[config.mk]
export PLATFORM = sky130hd
export DESIGN_NAME = cond_reload_watchdog
export DESIGN_NICKNAME = d
export VERILOG_FILES = /design/src/rtl/wdg_pkg.sv /design/src/rtl/wdg_ctrl_reg.sv /design/src/rtl/wdg_counter.sv /design/src/rtl/cond_reload_watchdog.sv
export SDC_FILE = /design/constraint.sdc
export NUM_CORES = 1
export LEC_CHECK = 0
export BUFFER_PORTS_ARGS = -buffer_cell sky130_fd_sc_hd__buf_2
export CAP_MARGIN = 10
export CORE_MARGIN = 5
export CORE_UTILIZATION = 40
export CTS_BUF_LIST = sky130_fd_sc_hd__clkbuf_16
export DETAILED_ROUTE_END_ITERATION = 10
export GPL_TIMING_DRIVEN = 0
export HOLD_SLACK_MARGIN = 0.02
export PLACE_DENSITY = 0.69
export RECOVER_POWER = 25
export SLEW_MARGIN = 10
export SYNTH_ARGS = -nofsm -noshare
export SYNTH_HDL_FRONTEND = slang
export SYNTH_SLANG_ARGS = --single-unit
[constraint.sdc]
create_clock -name clk -period 1.93 [get_ports clk]
set_input_delay 0.193 -clock clk [delete_from_list [all_inputs] [get_ports clk]]
set_output_delay 0.193 -clock clk [all_outputs]
set_load 0.02 [all_outputs]
[src/rtl/wdg_pkg.sv]
package wdg_pkg;

    localparam int REG_W      = 8;
    localparam int PRESET_W   = 4;

    typedef struct packed {
        logic                arm;
        logic [PRESET_W-1:0] preset;
        logic [1:0]          spare;
        logic                load;
    } ctrl_word_t;

    typedef enum logic [1:0] {
        WR_NONE,
        WR_ARM,
        WR_OTHER,
        WR_LOAD
    } wr_kind_e;

    function automatic wr_kind_e classify_write(input logic en, input ctrl_word_t w);
        if (!en)
            return WR_NONE;
        else if (w.load)
            return WR_LOAD;
        else if (w.arm)
            return WR_ARM;
        else
            return WR_OTHER;
    endfunction

    function automatic ctrl_word_t pack_readback(input logic armed,
                                                 input logic [PRESET_W-1:0] preset);
        ctrl_word_t r;
        r.arm    = armed;
        r.preset = preset;
        r.spare  = 2'b00;
        r.load   = 1'b0;
        return r;
    endfunction

endpackage

[src/rtl/wdg_ctrl_reg.sv]
module wdg_ctrl_reg
    import wdg_pkg::*;
(
    input  logic                clk,
    input  logic                rst,
    input  logic                wr_en,
    input  logic [REG_W-1:0]    wr_data,
    output logic                reload,
    output logic [PRESET_W-1:0] preset,
    output logic [REG_W-1:0]    rd_data
);

    ctrl_word_t          wr_word;
    wr_kind_e            kind;
    logic                armed_q;
    logic [PRESET_W-1:0] preset_q;

    assign wr_word = ctrl_word_t'(wr_data);
    assign kind    = classify_write(wr_en, wr_word);

    always_ff @(posedge clk) begin
        if (rst) begin
            armed_q  <= 1'b0;
            preset_q <= '0;
        end else begin
            unique case (kind)
                WR_ARM: begin
                    armed_q  <= 1'b1;
                    preset_q <= wr_word.preset;
                end
                WR_OTHER: begin
                    armed_q  <= 1'b0;
                    preset_q <= wr_word.preset;
                end
                WR_LOAD: begin
                    armed_q  <= 1'b0;
                end
                default: ;
            endcase
        end
    end

    assign reload  = (kind == WR_LOAD) && armed_q;
    assign preset  = preset_q;
    assign rd_data = REG_W'(pack_readback(armed_q, preset_q));

endmodule

[src/rtl/wdg_counter.sv]
module wdg_counter
    import wdg_pkg::*;
#(
    parameter int FRAC_W = 4,
    localparam int CNT_W = PRESET_W + FRAC_W
)(
    input  logic                clk,
    input  logic                rst,
    input  logic                reload,
    input  logic [PRESET_W-1:0] preset,
    input  logic                tick,
    output logic [CNT_W-1:0]    count,
    output logic                expire
);

    logic [CNT_W-1:0] cnt_q;
    logic             running_q;
    logic             expire_q;
    logic             last_step;

    assign last_step = (cnt_q <= CNT_W'(1));

    always_ff @(posedge clk) begin
        if (rst) begin
            cnt_q     <= '0;
            running_q <= 1'b0;
            expire_q  <= 1'b0;
        end else begin
            expire_q <= 1'b0;
            if (reload) begin
                cnt_q     <= {preset, {FRAC_W{1'b0}}};
                running_q <= 1'b1;
            end else if (tick && running_q) begin
                if (last_step) begin
                    cnt_q     <= '0;
                    running_q <= 1'b0;
                    expire_q  <= 1'b1;
                end else begin
                    cnt_q <= cnt_q - CNT_W'(1);
                end
            end
        end
    end

    assign count  = cnt_q;
    assign expire = expire_q;

endmodule

[src/rtl/cond_reload_watchdog.sv]
module cond_reload_watchdog
    import wdg_pkg::*;
#(
    parameter int FRAC_W = 4,
    localparam int CNT_W = PRESET_W + FRAC_W
)(
    input  logic             clk,
    input  logic             rst,
    input  logic             wr_en,
    input  logic [REG_W-1:0] wr_data,
    input  logic             tick,
    output logic [REG_W-1:0] rd_data,
    output logic [CNT_W-1:0] count,
    output logic             expire
);

    logic                reload;
    logic [PRESET_W-1:0] preset;

    wdg_ctrl_reg u_ctrl (
        .clk     (clk),
        .rst     (rst),
        .wr_en   (wr_en),
        .wr_data (wr_data),
        .reload  (reload),
        .preset  (preset),
        .rd_data (rd_data)
    );

    wdg_counter #(.FRAC_W(FRAC_W)) u_cnt (
        .clk    (clk),
        .rst    (rst),
        .reload (reload),
        .preset (preset),
        .tick   (tick),
        .count  (count),
        .expire (expire)
    );

endmodule

Yosys cells after proc, flatten, opt, wreduce, memory -nomap -nowiden
Cells that the tools add are included.

Bits in registers: 15. Bits of input ports: 12. Output and inout bits: 17. Logic and storage cells: 33.

Add/sub/neg operators: 1. Magnitude comparators: 1. Eq/ne operators: 3. Multiplexer cells: 11. Bitwise gates (word level): 1. Reductions and logical operators: 10.

Operators by type and width (count): two-way mux 8 bit (3); less-or-equal comparator 8 x 1 -> 1 bit, second input constant (1); subtractor 8 x 1 -> 8 bit, second input constant (1); two-way mux 2 bit (3); nonzero test 2 bit (3); OR reduction 2 bit (3); == test 2 bit, second input constant (2); two-way mux 1 bit (4); OR reduction 3 bit (1); == test 2 x 1 -> 1 bit, second input constant (1); logical AND 1 bit (2); case mux 1 bit (2 select lines) (1); AND reduction 2 bit (1); inverter 1 bit (1).

Depth between registers and ports, before layout
Word-level depth: 7. Mapped depth: 7. Gate-level depth less buffers: 7.

Hierarchy
Synthesis repeated with hierarchy kept, for this count alone.

Cells, all modules: 98. Area total of the unflattened synthesis: 857.1 µm².

Modules (own cells, without submodules): wdg_counter (times used 1, cells an instance 67, area an instance 566.8 µm², sequential area each 200.2 µm²); wdg_ctrl_reg (times used 1, cells an instance 31, area an instance 290.3 µm², sequential area each 100.1 µm²).

Least setup slack after synthesis
OpenSTA, ideal clock, no wires.

Path kind: register to register. Start: register u_cnt.cnt_q[0] (netlist: u_cnt.count[0]). End: register u_cnt.cnt_q[5] (netlist: u_cnt.count[5]). Setup time: 0.075 ns. Arrival time: 1.665 ns. Data required time: 1.855 ns. Setup slack: 0.190 ns. Stages on the path, launching flop included: 6. Path buffers: 0. Period minus slack after synthesis: 1.740 ns. Path through: dfxtp_1 > inv_1 > ha_1 > o211ai_2 > or3b_1 > o22ai_2.

Longest elaborated chain between the ends: 4. Elaborated cells between the ends (all ways): 5.

RTL lines: from (decl) (line wdg_counter.sv:16) `logic [CNT_W-1:0] cnt_q;`; from (signal assigned) (line wdg_counter.sv:31) `cnt_q <= {preset, {FRAC_W{1'b0}}};`; from (signal assigned) (line wdg_counter.sv:39) `cnt_q <= cnt_q - CNT_W'(1);`; subtractor 8 x 1 -> 8 bit / less-or-equal comparator 8 x 1 -> 1 bit (equally long branches) (line wdg_counter.sv:39, wdg_counter.sv:21); two-way mux 8 bit (*) (line wdg_counter.sv:34) `if (last_step) begin`; two-way mux 8 bit (*) (line wdg_counter.sv:33) `end else if (tick && running_q) begin`; two-way mux 8 bit (*) (line wdg_counter.sv:30) `if (reload) begin`.

Every way passes the cells marked *; elsewhere a longest branch is shown, timed or not. The select of a mux whose other input is x is not followed. A chain may end at the register's enable or synchronous reset.

Final worst setup path
Start: register u_cnt.cnt_q[0] (netlist: u_cnt.count[0]). End: register u_cnt.cnt_q[7] (netlist: u_cnt.count[7]).

The elaborated chain is that of the path after synthesis.

==> summary.txt <==
Global routing
  – Initial antenna violation count: 0
  – Largest net degree at the start of global routing: 11
  – Global route overflow: 0
  – Vias in the first global route: 683
  – First-pass GRT wire length: 2950 um
  – Tot GR Track Use: 0.137

Worst setup path
  – CP max FO: 7
  – WS Path Type: flop to flop
  – CP max stage cell: or3b_1
  – Critical path, cell by cell: inv_1 > ha_1 > o211ai_4 > or3b_1 > o22ai_1
  – Crit path launch type: flop
  – CP bufs+invs: 1
  – Crit path capture type: flop
  – Crit path DAT: between 1.5 and 2 ns
  – Delay of the slowest critical-path stage: 0.45 ns
  – Critical Path RT: roughly 2.1 ns
  – Delay-heaviest family, CP: compound AO/OA/AOI/OAI gates

Placement
  – I/O Buffers: 23
  – Placed Area: 958 sq um
  – Hpwl dp: around 1300 um
  – GPL Wtd Cong: 0.743

Floorplan
  – Rows: 16
  – Die width: 54.8 um
  – Io pins: 29
  – Chip Height: 54.8 um
  – DIE AREA: 0.00300 sq mm
  – Initial Util: 0.413
  – Core area: a little under 0.002 sq mm

Layout
  – Final net count: 140
  – Final Core Density: 0.535
  – Number of antenna cells inserted: 0
  – Design Area, Final: 0.00104 sq mm
  – Area Overhead vs Synth: 29.5%
  – Layout cell share with drive strength beyond 1: 0.221

CTS
  – Worst-Skew Late Latency: between 0.2 and 0.25 ns
  – Root Driver: clkbuf_16
  – Clock Pin Slew Worst Setup and Hold Paths: about 0.05 ns
  – Setup bufs post-CTS: 0
  – Hold_buf cts: 0
  – H-tree Lvls: 1
  – PostCTS Resize Cnt: 0
  – CTS tree: done
  – Max clock buf depth: 2
  – CTS Sinks: 15
  – CTS Buf Count: 3

STA
  – Final setup fails: 0
  – Fmax: 0.557 GHz
  – RSZ-0062 raised after global routing: false
  – Final cycle utilization of the critical path: 0.930
  – Worst hold slack: 0.184 ns
  – Hold Violations, Final: 0
  – Setup TNS: 0 ns
  – Clk_skew: 0.00277 ns
  – Max Slew Vio Count: 0
  – Min Tclk post-route: 1.79 ns

Drt
  – Via Count: 742
  – Routed WL per cell: 12.1 um
  – DRC viols: 0
  – Routed wire length: 1800 um
  – Average via count per standard cell: 4.98
  – Final ANT Viol Nets: 0
  – Iter 0 DRT Violations: 17
  – 1st-pass router iterations: 4

Synthesis
  – Async set-reset flop share out of synthesis: 0
  – Top cells by instance count after synthesis: dfxtp_1, nor2_1, a21oi_1, inv_1, nand2_1
  – Avg Cell Area, Syn: 8.62 sq um
  – Syn Inst Count: 93
  – EDFF count, synth: 0
  – Synthesized flop and latch total: 15
  – Top post-synthesis cells by area: dfxtp_1, ha_1, mux2i_1
  – Yosys top cell area share: 0.374
  – Synth area leader: dfxtp_1
  – Predominant post-synthesis flop cell: dfxtp_1
  – Seq/Total Area, Yosys: 0.374
  – Post-Syn Area: 802 sq um
  – Netlist cell types: 30
  – Synth Warn #: 0
  – Top-count cell post-synth: dfxtp_1

Power and ir drop
  – VDD IR max: 0.444 mV
  – P per Cell Area: 793 mW/mm^2
  – Leakage: 0.484 nW
  – Tot Pwr: 0.824 mW

Run status
  – Status: complete, no violations

Run
  – Max cap viols: 0

Worst hold path
  – Hold Path Class: primary input to flop
## layout make-up
class / instances / area [sq um]
plain buffers: 6 / 37.5
clock buffers: 3 / 75.1
clock inverters: 1 / 3.75
fillers: 187 / 903
inverters: 6 / 22.5
multi-input cells: 68 / 458
flip-flops and latches: 15 / 300
well taps: 27 / 33.8
repair buffers: 23 / 108
## path summary, 6_finish.rpt
check / slack [ns] / startpoint / end / depth (start not counted)
min reg2reg: 0.52 / u_ctrl.preset[0] / u_cnt.count[4] / 2
max reg2reg: 0.14 / u_cnt.count[0] / u_cnt.count[7] / 5
max: 0.14 / u_cnt.count[0] / u_cnt.count[7] / 5
min: 0.18 / wr_data[3] / u_ctrl.preset[0] / 3
## routing by layer
layer  vias up  global-route usage  routed length [um]
met4         0              0.0664                   8
li1        381                   -                   -
met3         2              0.0490                 102
met5         -                   0                   0
met1       337               0.165                 819
met2        22               0.215                 866
## power by group
group / internal, mW / leakage (nW) / switching (mW) / total (mW)
Clock: 0.274 / 0.0423 / 0.117 / 0.391
Sequential: 0.322 / 0.122 / 0.0102 / 0.332
Combinational: 0.0424 / 0.320 / 0.0588 / 0.101
## through the flow
step                      worst slack, ns  std cells
final                               0.136        149
after global placement              0.166        145
after global routing               0.0119        149
after detailed placement            0.134        145
after CTS                           0.127        149
after floorplan                     0.190         95
## placed cells by master, fill, tap and decap left out, drive strengths merged, types with 2 or more instances in the layout
master and instances:
mux2i 5, o22ai 3, o21a 2, a21oi 6
xor2 2, nor2 11, nor4 2, inv 7
nand4 2, buf 21, nand2b 2, ha 5
dfxtp 15, clkbuf 11, a22oi 4, nand2 6
nor3 5, conb 3
## worst reg2reg max path, cell delays in order, from the launching register on
cell and delay (ns):
dfxtp_1 0.43, inv_1 0.10, ha_1 0.27, o211ai_4 0.29, or3b_1 0.45, o22ai_1 0.18
## registers in the layout, summed over array words and instances (netlist names)
| name | count |
|---|---|
| u_cnt.running_q | 1 |
| u_ctrl.preset | 4 |
| u_ctrl.armed_q | 1 |
| u_cnt.expire | 1 |
| u_cnt.count | 8 |
## kinds of logic after synthesis
logic type,after synthesis,synth area share
xor+xnor,3,0.0328
mux,5,0.0624
fa+ha+maj,5,0.0780
other cells,1,0.00468
flops,15,0.374
simple gates,34,0.217
compound gates,18,0.156
buf+inv,12,0.0749
Power figures use the tool's default switching activity.
